### config.mk
export PLATFORM = sky130hd
export DESIGN_NAME = tcp_profiler
export DESIGN_NICKNAME = d
export VERILOG_FILES = /design/src/rtl/tcp_pkg.sv /design/src/rtl/tcp_sat_cnt.sv /design/src/rtl/tcp_activity.sv /design/src/rtl/tcp_group.sv /design/src/rtl/tcp_window.sv /design/src/rtl/tcp_profiler.sv
export SDC_FILE = /design/constraint.sdc
export NUM_CORES = 1
export LEC_CHECK = 0
export BUFFER_PORTS_ARGS = -buffer_cell sky130_fd_sc_hd__buf_2
export CAP_MARGIN = 25
export CORE_ASPECT_RATIO = 1.2
export CORE_UTILIZATION = 24
export CTS_CLUSTER_DIAMETER = 120
export CTS_CLUSTER_SIZE = 8
export DETAILED_ROUTE_END_ITERATION = 7
export GPL_TIMING_DRIVEN = 0
export RECOVER_POWER = 50
export SYNTH_ARGS = -nofsm -noshare
export SYNTH_HDL_FRONTEND = slang
export SYNTH_SLANG_ARGS = --single-unit
export TNS_END_PERCENT = 1
### constraint.sdc
create_clock -name clk -period 6.7 [get_ports clk]
set_input_delay 1.34 -clock clk [delete_from_list [all_inputs] [get_ports clk]]
set_output_delay 1.34 -clock clk [all_outputs]
set_load 0.005 [all_outputs]
### src/rtl/tcp_pkg.sv
`timescale 1ns/1ps
package tcp_pkg;
  // Saturating add helper width: enough to hold a count plus one increment.
  function automatic int unsigned sum_w(input int unsigned cnt_w);
    return cnt_w + 1;
  endfunction
endpackage

### src/rtl/tcp_sat_cnt.sv
`timescale 1ns/1ps
module tcp_sat_cnt #(
  parameter int CNT_W = 16,
  parameter int AMT_W = 1
) (
  input  logic             clk,
  input  logic             rst_n,
  input  logic             clr_i,
  input  logic             en_i,
  input  logic [AMT_W-1:0] amt_i,
  output logic [CNT_W-1:0] q_o
);
  localparam int SUM_W = tcp_pkg::sum_w(CNT_W);
  localparam logic [CNT_W-1:0] MAXV = {CNT_W{1'b1}};

  logic [SUM_W-1:0] sum;
  always_comb sum = SUM_W'(q_o) + SUM_W'(amt_i);

  always_ff @(posedge clk or negedge rst_n) begin
    if (!rst_n)      q_o <= '0;
    else if (clr_i)  q_o <= '0;
    else if (en_i)   q_o <= (sum > SUM_W'(MAXV)) ? MAXV : sum[CNT_W-1:0];
  end

  p_no_wrap_r6: assert property (@(posedge clk) disable iff (!rst_n)
    !clr_i |=> (q_o >= $past(q_o)));
  p_sat_hold_r6: assert property (@(posedge clk) disable iff (!rst_n)
    (q_o == MAXV && !clr_i) |=> (q_o == MAXV));
endmodule

### src/rtl/tcp_activity.sv
`timescale 1ns/1ps
module tcp_activity #(
  parameter int WIDTH = 16
) (
  input  logic             clk,
  input  logic             rst_n,
  input  logic             clr_i,
  input  logic             fire_i,
  input  logic [WIDTH-1:0] obs_i,
  output logic [WIDTH-1:0] act_o,
  output logic             act_vld_o
);
  logic [WIDTH-1:0] prev_q;
  logic             have_q;

  always_ff @(posedge clk or negedge rst_n) begin
    if (!rst_n) begin
      prev_q <= '0;
      have_q <= 1'b0;
    end else if (clr_i) begin
      have_q <= 1'b0;
    end else if (fire_i) begin
      prev_q <= obs_i;
      have_q <= 1'b1;
    end
  end

  assign act_o     = obs_i ^ prev_q;
  assign act_vld_o = fire_i && have_q && !clr_i;

  p_first_beat_r3: assert property (@(posedge clk) disable iff (!rst_n)
    clr_i |=> !act_vld_o);
  p_idle_keeps_prev_r4: assert property (@(posedge clk) disable iff (!rst_n)
    (!fire_i && !clr_i) |=> $stable(prev_q));
endmodule

### src/rtl/tcp_group.sv
`timescale 1ns/1ps
module tcp_group #(
  parameter int WIDTH = 16,
  parameter int CNT_W = 16
) (
  input  logic             clk,
  input  logic             rst_n,
  input  logic             clr_i,
  input  logic             act_vld_i,
  input  logic [WIDTH-1:0] act_i,
  input  logic [WIDTH-1:0] mask_i,
  output logic [CNT_W-1:0] waste_o
);
  localparam int AMT_W = $clog2(WIDTH + 1);

  logic             fires;
  logic [AMT_W-1:0] idle_members;

  always_comb begin
    fires = |(act_i & mask_i);
    idle_members = '0;
    for (int i = 0; i < WIDTH; i++)
      idle_members = idle_members + AMT_W'(mask_i[i] & ~act_i[i]);
    if (!fires) idle_members = '0;
  end

  tcp_sat_cnt #(.CNT_W(CNT_W), .AMT_W(AMT_W)) u_cnt (
    .clk(clk), .rst_n(rst_n), .clr_i(clr_i), .en_i(act_vld_i),
    .amt_i(idle_members), .q_o(waste_o));

  p_waste_bound_r5: assert property (@(posedge clk) disable iff (!rst_n)
    act_vld_i |-> (32'(idle_members) < 32'($countones(mask_i)) || !fires));
  p_small_group_r5: assert property (@(posedge clk) disable iff (!rst_n)
    (!clr_i && $countones(mask_i) <= 1) |=> (waste_o == $past(waste_o)));
endmodule

### src/rtl/tcp_window.sv
`timescale 1ns/1ps
module tcp_window #(
  parameter int WIN_W = 16
) (
  input  logic             clk,
  input  logic             rst_n,
  input  logic             start_i,
  input  logic [WIN_W-1:0] win_i,
  input  logic             act_vld_i,
  output logic             run_o,
  output logic             done_o
);
  logic [WIN_W-1:0] win_q, beats_q;

  always_ff @(posedge clk or negedge rst_n) begin
    if (!rst_n) begin
      win_q   <= '0;
      beats_q <= '0;
      run_o   <= 1'b0;
      done_o  <= 1'b0;
    end else if (start_i) begin
      win_q   <= win_i;
      beats_q <= '0;
      run_o   <= (win_i != '0);
      done_o  <= (win_i == '0);
    end else if (run_o && act_vld_i) begin
      if (beats_q == win_q - 1'b1) begin
        run_o  <= 1'b0;
        done_o <= 1'b1;
      end
      beats_q <= beats_q + 1'b1;
    end
  end

  p_done_hold_r7: assert property (@(posedge clk) disable iff (!rst_n)
    (done_o && !start_i) |=> done_o);
  p_beats_in_window_r7: assert property (@(posedge clk) disable iff (!rst_n)
    run_o |-> (beats_q < win_q));
  p_zero_window_r8: assert property (@(posedge clk) disable iff (!rst_n)
    (start_i && win_i == '0) |=> (done_o && !run_o));
endmodule

### src/rtl/tcp_profiler.sv
`timescale 1ns/1ps
module tcp_profiler #(
  parameter int WIDTH = 16,
  parameter int NGRP  = 4,
  parameter int CNT_W = 16,
  parameter int WIN_W = 16,
  localparam int NRES   = WIDTH + NGRP,
  localparam int ADDR_W = $clog2(NRES + 1)
) (
  input  logic                  clk,
  input  logic                  rst_n,
  input  logic                  start_i,
  input  logic [WIN_W-1:0]      window_i,
  input  logic [NGRP*WIDTH-1:0] grp_mask_i,
  input  logic                  obs_valid_i,
  input  logic [WIDTH-1:0]      obs_i,
  output logic                  obs_ready_o,
  output logic                  done_o,
  input  logic [ADDR_W-1:0]     rd_addr_i,
  output logic [CNT_W-1:0]      rd_data_o
);
  logic             run, fire, act_vld;
  logic [WIDTH-1:0] act;
  logic [NGRP-1:0][WIDTH-1:0] mask_q;
  logic [NRES-1:0][CNT_W-1:0] res;

  assign obs_ready_o = run;
  assign fire        = obs_valid_i && run;

  always_ff @(posedge clk or negedge rst_n) begin
    if (!rst_n)       mask_q <= '0;
    else if (start_i) mask_q <= grp_mask_i;
  end

  tcp_window #(.WIN_W(WIN_W)) u_win (
    .clk(clk), .rst_n(rst_n), .start_i(start_i), .win_i(window_i),
    .act_vld_i(act_vld), .run_o(run), .done_o(done_o));

  tcp_activity #(.WIDTH(WIDTH)) u_act (
    .clk(clk), .rst_n(rst_n), .clr_i(start_i), .fire_i(fire),
    .obs_i(obs_i), .act_o(act), .act_vld_o(act_vld));

  for (genvar b = 0; b < WIDTH; b++) begin : g_bit
    tcp_sat_cnt #(.CNT_W(CNT_W), .AMT_W(1)) u_cnt (
      .clk(clk), .rst_n(rst_n), .clr_i(start_i), .en_i(act_vld),
      .amt_i(act[b]), .q_o(res[b]));
  end

  for (genvar g = 0; g < NGRP; g++) begin : g_grp
    tcp_group #(.WIDTH(WIDTH), .CNT_W(CNT_W)) u_grp (
      .clk(clk), .rst_n(rst_n), .clr_i(start_i), .act_vld_i(act_vld),
      .act_i(act), .mask_i(mask_q[g]), .waste_o(res[WIDTH+g]));
  end

  always_comb begin
    rd_data_o = '0;
    for (int a = 0; a < NRES; a++)
      if (rd_addr_i == ADDR_W'(a)) rd_data_o = res[a];
  end

  p_no_accept_when_done_r7: assert property (@(posedge clk) disable iff (!rst_n)
    done_o |-> !obs_ready_o);
  p_clear_on_start_r2: assert property (@(posedge clk) disable iff (!rst_n)
    start_i |=> (res[0] == '0 && res[WIDTH] == '0));
endmodule

## Word-level counts from Yosys, hierarchy flattened

Index checks and enable logic that the tools add are counted.

- Register bits: 435
- Memories: 0
- Bits of input ports: 105
- Memory bits (read-only): 0
- Latch bits: 0
- Memory bits (writable): 0

- Multipliers: 0
- Eq/ne operators: 20
- Bitwise operators: 86
- Reductions and logical operators: 18
- Mux-type cells: 94
- Divide/modulo/power cells: 0
- Shifts and indexed selects: 0
- $add $sub $neg: 82
- Magnitude comparators: 20

Operators with widths:

| operator | count |
|---|---|
| 16-bit 2-to-1 mux | 82 |
| 17-bit by 16-bit > comparator with 1-bit output, second input constant | 20 |
| 1-bit by 5-bit AND with 5-bit output | 64 |
| 5-bit adder | 60 |
| 16-bit by 1-bit adder with 17-bit output | 16 |
| 1-bit inverter with 5-bit output | 16 |
| 16-bit by 5-bit adder with 17-bit output | 4 |
| 16-bit AND | 4 |
| 16-bit OR reduction | 4 |
| 5-bit by 4-bit equality test with 1-bit output, second input constant | 8 |
| 5-bit by 3-bit equality test with 1-bit output, second input constant | 4 |
| 5-bit equality test, second input constant | 4 |
| 5-bit 2-to-1 mux | 4 |
| 16-bit by 1-bit adder with 16-bit output, second input constant | 1 |
| 16-bit equality test | 1 |
| 16-bit logical NOT | 1 |
| 16-bit nonzero test | 1 |
| 16-bit by 1-bit subtractor with 16-bit output, second input constant | 1 |
| 16-bit bitwise XOR | 1 |
| 5-bit by 2-bit equality test with 1-bit output, second input constant | 2 |
| 1-bit 2-to-1 mux | 8 |
| 2-bit nonzero test | 4 |
| 5-bit by 1-bit equality test with 1-bit output, second input constant | 1 |
| 5-bit logical NOT | 1 |
| 4 further kinds | 8 |

## Depth between registers and ports, before layout

- Word-level depth: 24
- Mapped depth: 23
- Mapped depth without buffers: 22

## Hierarchy

A second synthesis with hierarchy kept.

- Cells, all modules: 3033
- Area total of the unflattened synthesis: 30155.2 sq um

By module, submodules not included:

| module | cells each | area an instance (sq um) | instances | seq. area each (sq um) |
|---|---|---|---|---|
| tcp_sat_cnt (g_bit[0].u_cnt ...) | 93 | 952.2 | 16 | 400.4 |
| tcp_profiler | 619 | 5561.6 | 1 | 1601.5 |
| tcp_sat_cnt (g_grp[0].u_grp.u_cnt ...) | 108 | 1038.5 | 4 | 400.4 |
| tcp_window | 199 | 2013.2 | 1 | 850.8 |
| tcp_group (g_grp[0].u_grp ...) | 60 | 589.3 | 2 | 0.0 |
| tcp_activity | 55 | 839.6 | 1 | 425.4 |
| tcp_group (g_grp[2].u_grp) | 60 | 588.1 | 1 | 0.0 |
| tcp_group (g_grp[3].u_grp) | 60 | 585.6 | 1 | 0.0 |

## Worst setup path before layout

OpenSTA, ideal clock, no wires.

- Path type: input-to-reg
- Start: in obs_i[0]
- End: reg g_grp[1].u_grp.u_cnt.q_o[13]
- Stages on the path: 18
- Setup time: 99 ps
- Required time: 6601 ps
- Arrival time: 6353 ps
- Setup slack: 247 ps
- Path through: xnor2_1 > and2_1 > fa_1 > inv_1 > fa_1 > fa_1 > fa_1 > inv_1 > ha_1 > fa_1 > nor2b_1 > ha_1 > a21o_1 > a21oi_1 > o21ai_0 > nor4b_1 > a31oi_1 > a311oi_1

- Word-level cells in the longest chain between the ends: 24
- Elaborated cells on any way between the ends: 26
- Classes of those cells: 16 x add/sub; 1 x order compare; 4 x mux; 4 x bitwise; 1 x reduce/logical

RTL lines:

| element | RTL line | RTL |
|---|---|---|
| start, declared | tcp_profiler.sv:16 | `input logic [WIDTH-1:0] obs_i,` |
| 16-bit bitwise XOR * | tcp_activity.sv:28 | `assign act_o = obs_i ^ prev_q;` |
| 1-bit inverter with 5-bit output | tcp_group.sv:23 | `idle_members = idle_members + AMT_W'(mask_i[i] & ~act_i[i]);` |
| 1-bit by 5-bit AND with 5-bit output | tcp_group.sv:23 |  |
| 5-bit adder (15 in series) | tcp_group.sv:23 |  |
| 5-bit 2-to-1 mux * | tcp_group.sv:24 | `if (!fires) idle_members = '0;` |
| 16-bit by 5-bit adder with 17-bit output * | tcp_sat_cnt.sv:17 | `always_comb sum = SUM_W'(q_o) + SUM_W'(amt_i);` |
| 17-bit by 16-bit > comparator with 1-bit output | tcp_sat_cnt.sv:22 | `else if (en_i) q_o <= (sum > SUM_W'(MAXV)) ? MAXV : sum[CNT_W-1:0];` |
| 16-bit 2-to-1 mux * (2 in series) | tcp_sat_cnt.sv:22 |  |
| 16-bit 2-to-1 mux * | tcp_sat_cnt.sv:21 | `else if (clr_i) q_o <= '0;` |
| end signal, assigned | tcp_sat_cnt.sv:22 |  |
| end, declared | tcp_sat_cnt.sv:11 | `output logic [CNT_W-1:0] q_o` |

Mark *: on every way between the ends. The rest lies on a longest branch, timed or not. The select of a mux whose other input is x is not followed.
A chain may end at the register's enable or synchronous reset.

## Final worst setup path

- Start: in rd_addr_i[0]
- End: out rd_data_o[14]

- Word-level cells in the longest chain between the ends: 21
- Elaborated cells on any way between the ends: 40
- Classes of those cells: 19 x eq/ne; 20 x mux; 1 x reduce/logical

RTL lines:

| element | RTL line | RTL |
|---|---|---|
| start, declared | tcp_profiler.sv:19 | `input logic [ADDR_W-1:0] rd_addr_i,` |
| 5-bit logical NOT | tcp_profiler.sv:58 | `if (rd_addr_i == ADDR_W'(a)) rd_data_o = res[a];` |
| 16-bit 2-to-1 mux (19 in series) | tcp_profiler.sv:58 |  |
| 16-bit 2-to-1 mux * | tcp_profiler.sv:58 |  |
| end, declared | tcp_profiler.sv:20 | `output logic [CNT_W-1:0] rd_data_o` |

Mark *: on every way between the ends. The rest lies on a longest branch, timed or not.

==> results.yml <==
setup_path:
  critPathArrivalTime_ns: 5.61
  path_cells: "clkbuf_1 > clkbuf_1 > buf_1 > buf_2 > mux2i_1 > a21oi_1 > o221ai_1 > nand2_1 > buf_2"
  worstPathBufferInverterCount: 5
  crit_type: "in -> out"
  cpPeakStageDelay_ns: 0.80
  cp_slowest_cell: "clkbuf_1"
  worst-path-max-fanout: 11
  setup.worst_path.start_class: "input pin"
  end_kind: "output pin"
  cp_top_family: "buffers and inverters"
  required_ns: 5.36
floorplan:
  num_io_pins: 123
  rows: 136
  initial_core_util_pct: 24.2
  die_w_um: 312
  die-area_um2: 117000
  coreArea_um2: 115000
  die_y_um: 374
power_and_ir_drop:
  power.leakage_nw: 12.9
  p_seq_share_pct: 33.8
  p_total_w: 0.00833
  swShare_pct: 35.0
  pwr-share-comb_pct: 32.6
  ir_worst_vdd_uv: 221
  p_sw_w: 0.00291
  power_frac_clock_pct: 33.6
  power_density_nw_per_um2: 257
  p_int_w: 0.00542
logic_synthesis:
  yosysMostFrequentCell: "dfrtp_1"
  ys_top_cells_by_count: "dfrtp_1, nor2_1, a21oi_1"
  syn_area_um2: 27700
  synth_edf_count: 0
  yosysTopAreaCell: "dfrtp_1"
  synth.top_cells.by_area: "dfrtp_1, a21oi_1, nor2_1"
  synth_fp_nets: 3332
  ys_warn_count: 0
  syn_avg_cell_area_um2: 8.91
  synthArstFlopShare_pct: 100
  ys_ff_latch: 435
  netlist.area_leader.share_pct: 39.3
  synth_cell_types: 83
  yosysSeqAreaShare_pct: 39.3
  syn_inst: 3109
  ys.flop_type: "dfrtp_1"
cells_and_area:
  fill_cells: 12200
  drive_gt1_share_pct: 11.1
  post-route-util_pct: 28.2
  final_nets: 3547
  syn2layout_area_growth_pct: 16.8
  stdcell_count: 4848
detailed_routing:
  vias: 27300
  via_per_inst: 5.63
  first_pass_iters: 6
  drtIter0Drc: 2689
  ant_nets: 0
  wirelength_um: 122000
  drc_errors: 0
  routedWlPerCell_um: 25.3
clock_network:
  clock_latency_ns: 0.66
  cts_tree: "built"
  h-tree-depth: 2
  cts_root_buf: "clkbuf_16"
  hold_buffers: 0
  cts_buffer_depth: 3
  cts_buffers: 60
  clk_pin_slew_worst_paths_ns: 0.05
  cts.sinks: 435
global_routing:
  grt_usage_pct: 20.6
  antenna_found_initial: 8
  first_global_vias: 26500
  grt_max_degree: 110
  grt_pass1_wl_um: 180000
  overflow: 0
sta:
  clock_skew_ns: 0.0241
  max-slew-margin-rel_pct: -146
  fin_crit_sh_pct: 104
  rsz0062_at_grt: "true"
  layout_setup_ws_ns: -0.252
  layout_min_cycle_time_ns: 6.95
  hold_viol_final: 0
  tightest_slew_ns: 3.70
  setup_viol: 3
  slew_violations: 257
  fmax_ghz: 0.144
place:
  portBuffers: 119
  dp_hpwl_um: 93600
  dp_worst_setup_slack_ns: -0.841
  placed_cells: 4778
  finalWeightedCongestion: 1.02
outcome:
  outcome: "complete, but fails checks"
  violations: "max-capacitance violations, max-slew violations, negative setup slack"
hold_path:
  hold_path.class: "reg -> reg"
flow_run:
  cap_viol_max_count: 3
[metal layers]
metal | up-vias | GRT usage [%] | part of all wire, %
met5 | - | 0 | 0.012
met4 | 4 | 15.6 | 8.5
met3 | 467 | 4.50 | 8.8
met2 | 1497 | 32.4 | 45
met1 | 13300 | 24.4 | 38
li1 | 12000 | - | -
[cells by family (layout without fill, tap and decap cells)]
group           after synthesis  in the layout  share of synthesized area [%]
buf+inv                     285            502                           3.93
compound gates              839            839                           19.6
xor+xnor                     68             68                           2.15
mux                         154            154                           6.38
simple gates               1210           1210                           22.1
flops                       435            435                           39.3
fa+ha+maj                   118            118                           6.52
other cells                   0              4                              0
[cell type report]
type	instances	area [µm²]	area share [%]
repair buffers	153	1070	3.30
well taps	1518	1900	5.87
diodes	4	10.0	0.0309
flip-flops and latches	435	10900	33.7
clock inverters	2	23.8	0.0735
multi-input cells	2389	15800	48.9
clock buffers	62	1550	4.80
plain buffers	178	691	2.14
inverters	107	402	1.24
[worst register-to-register path: cells and delay by family, from the launching register on]
family | cells | cell delay (ns)
and+or+nand+nor | 4 | 0.75
DFF | 1 | 0.40
xor gates and xnor gates | 1 | 0.46
buffers and inverters | 2 | 0.38
AOI/OAI and AO/OA | 4 | 0.80
adders and majority gates | 7 | 3.18
[placed cells by master (no fill, tap or decap), drive strengths merged, types with 73 or more instances in the layout]
cell    synthesis  final
nor3          158    158
nand3         159    159
ha             74     74
nor2          321    321
mux2          100    100
a211oi         74     74
inv           106    106
buf            35    184
o21ai         161    161
a31oi          73     73
a21oi         248    248
dfrtp         435    435
clkbuf        143    209
nand2         190    190
[power groups by stage]
stage | combinational, W | clock (W) | sequential, W
CTS | 0.00272 | 0.00283 | 0.00281
floorplan | 0.00191 | 0 | 0.00281
global route | 0.00308 | 0.00293 | 0.00282
global placement | 0.00263 | 0 | 0.00285
detailed placement | 0.00269 | 0 | 0.00285
finish | 0.00272 | 0.00280 | 0.00281
[state kept, by name, indices dropped and copies added (netlist names)]
signal and flops:
u_act.have_q 1, u_act.prev_q 16, u_win.done_o 1, mask_q 64
g_bit.u_cnt.q_o 256, u_win.win_q 16, u_win.run_o 1, u_win.beats_q 16
g_grp.u_grp.u_cnt.q_o 64
[path summary, 6_finish.rpt]
path	from	end	slack, ns	cells after the start
worst max-delay path	rd_addr_i[0]	rd_data_o[14]	-0.25	9
max in group asynchronous	rst_n	g_bit[4].u_cnt.q_o[7]	0.94	3
worst min register to register	mask_q[44]	mask_q[44]	0.52	1
worst max register to register	u_act.prev_q[5]	g_grp[3].u_grp.u_cnt.q_o[10]	0.57	18
worst min-delay path	mask_q[44]	mask_q[44]	0.52	1
min in group asynchronous	rst_n	mask_q[8]	1.96	1
[repair_timing]
item                                    CTS  global route
gates resized for setup                   6            11
endpoints found under the setup margin   10            41
pin swaps                                 0             0
setup buffers                             0             0
[metrics by stage]
| stage | hold slack [ns] | TNS, ns | cell area (µm²) |
|---|---|---|---|
| after CTS | 0.525 | 0 | 32300 |
| after global routing | 0.543 | -2.95 | 32300 |
| after floorplan | 0.465 | 0 | 27700 |
| final | 0.525 | -0.512 | 32300 |
| after detailed placement | 0.513 | -31.11 | 30700 |
| after global placement | 0.498 | -2241.41 | 30200 |
Note: power is estimated with default switching activity, not from simulation.
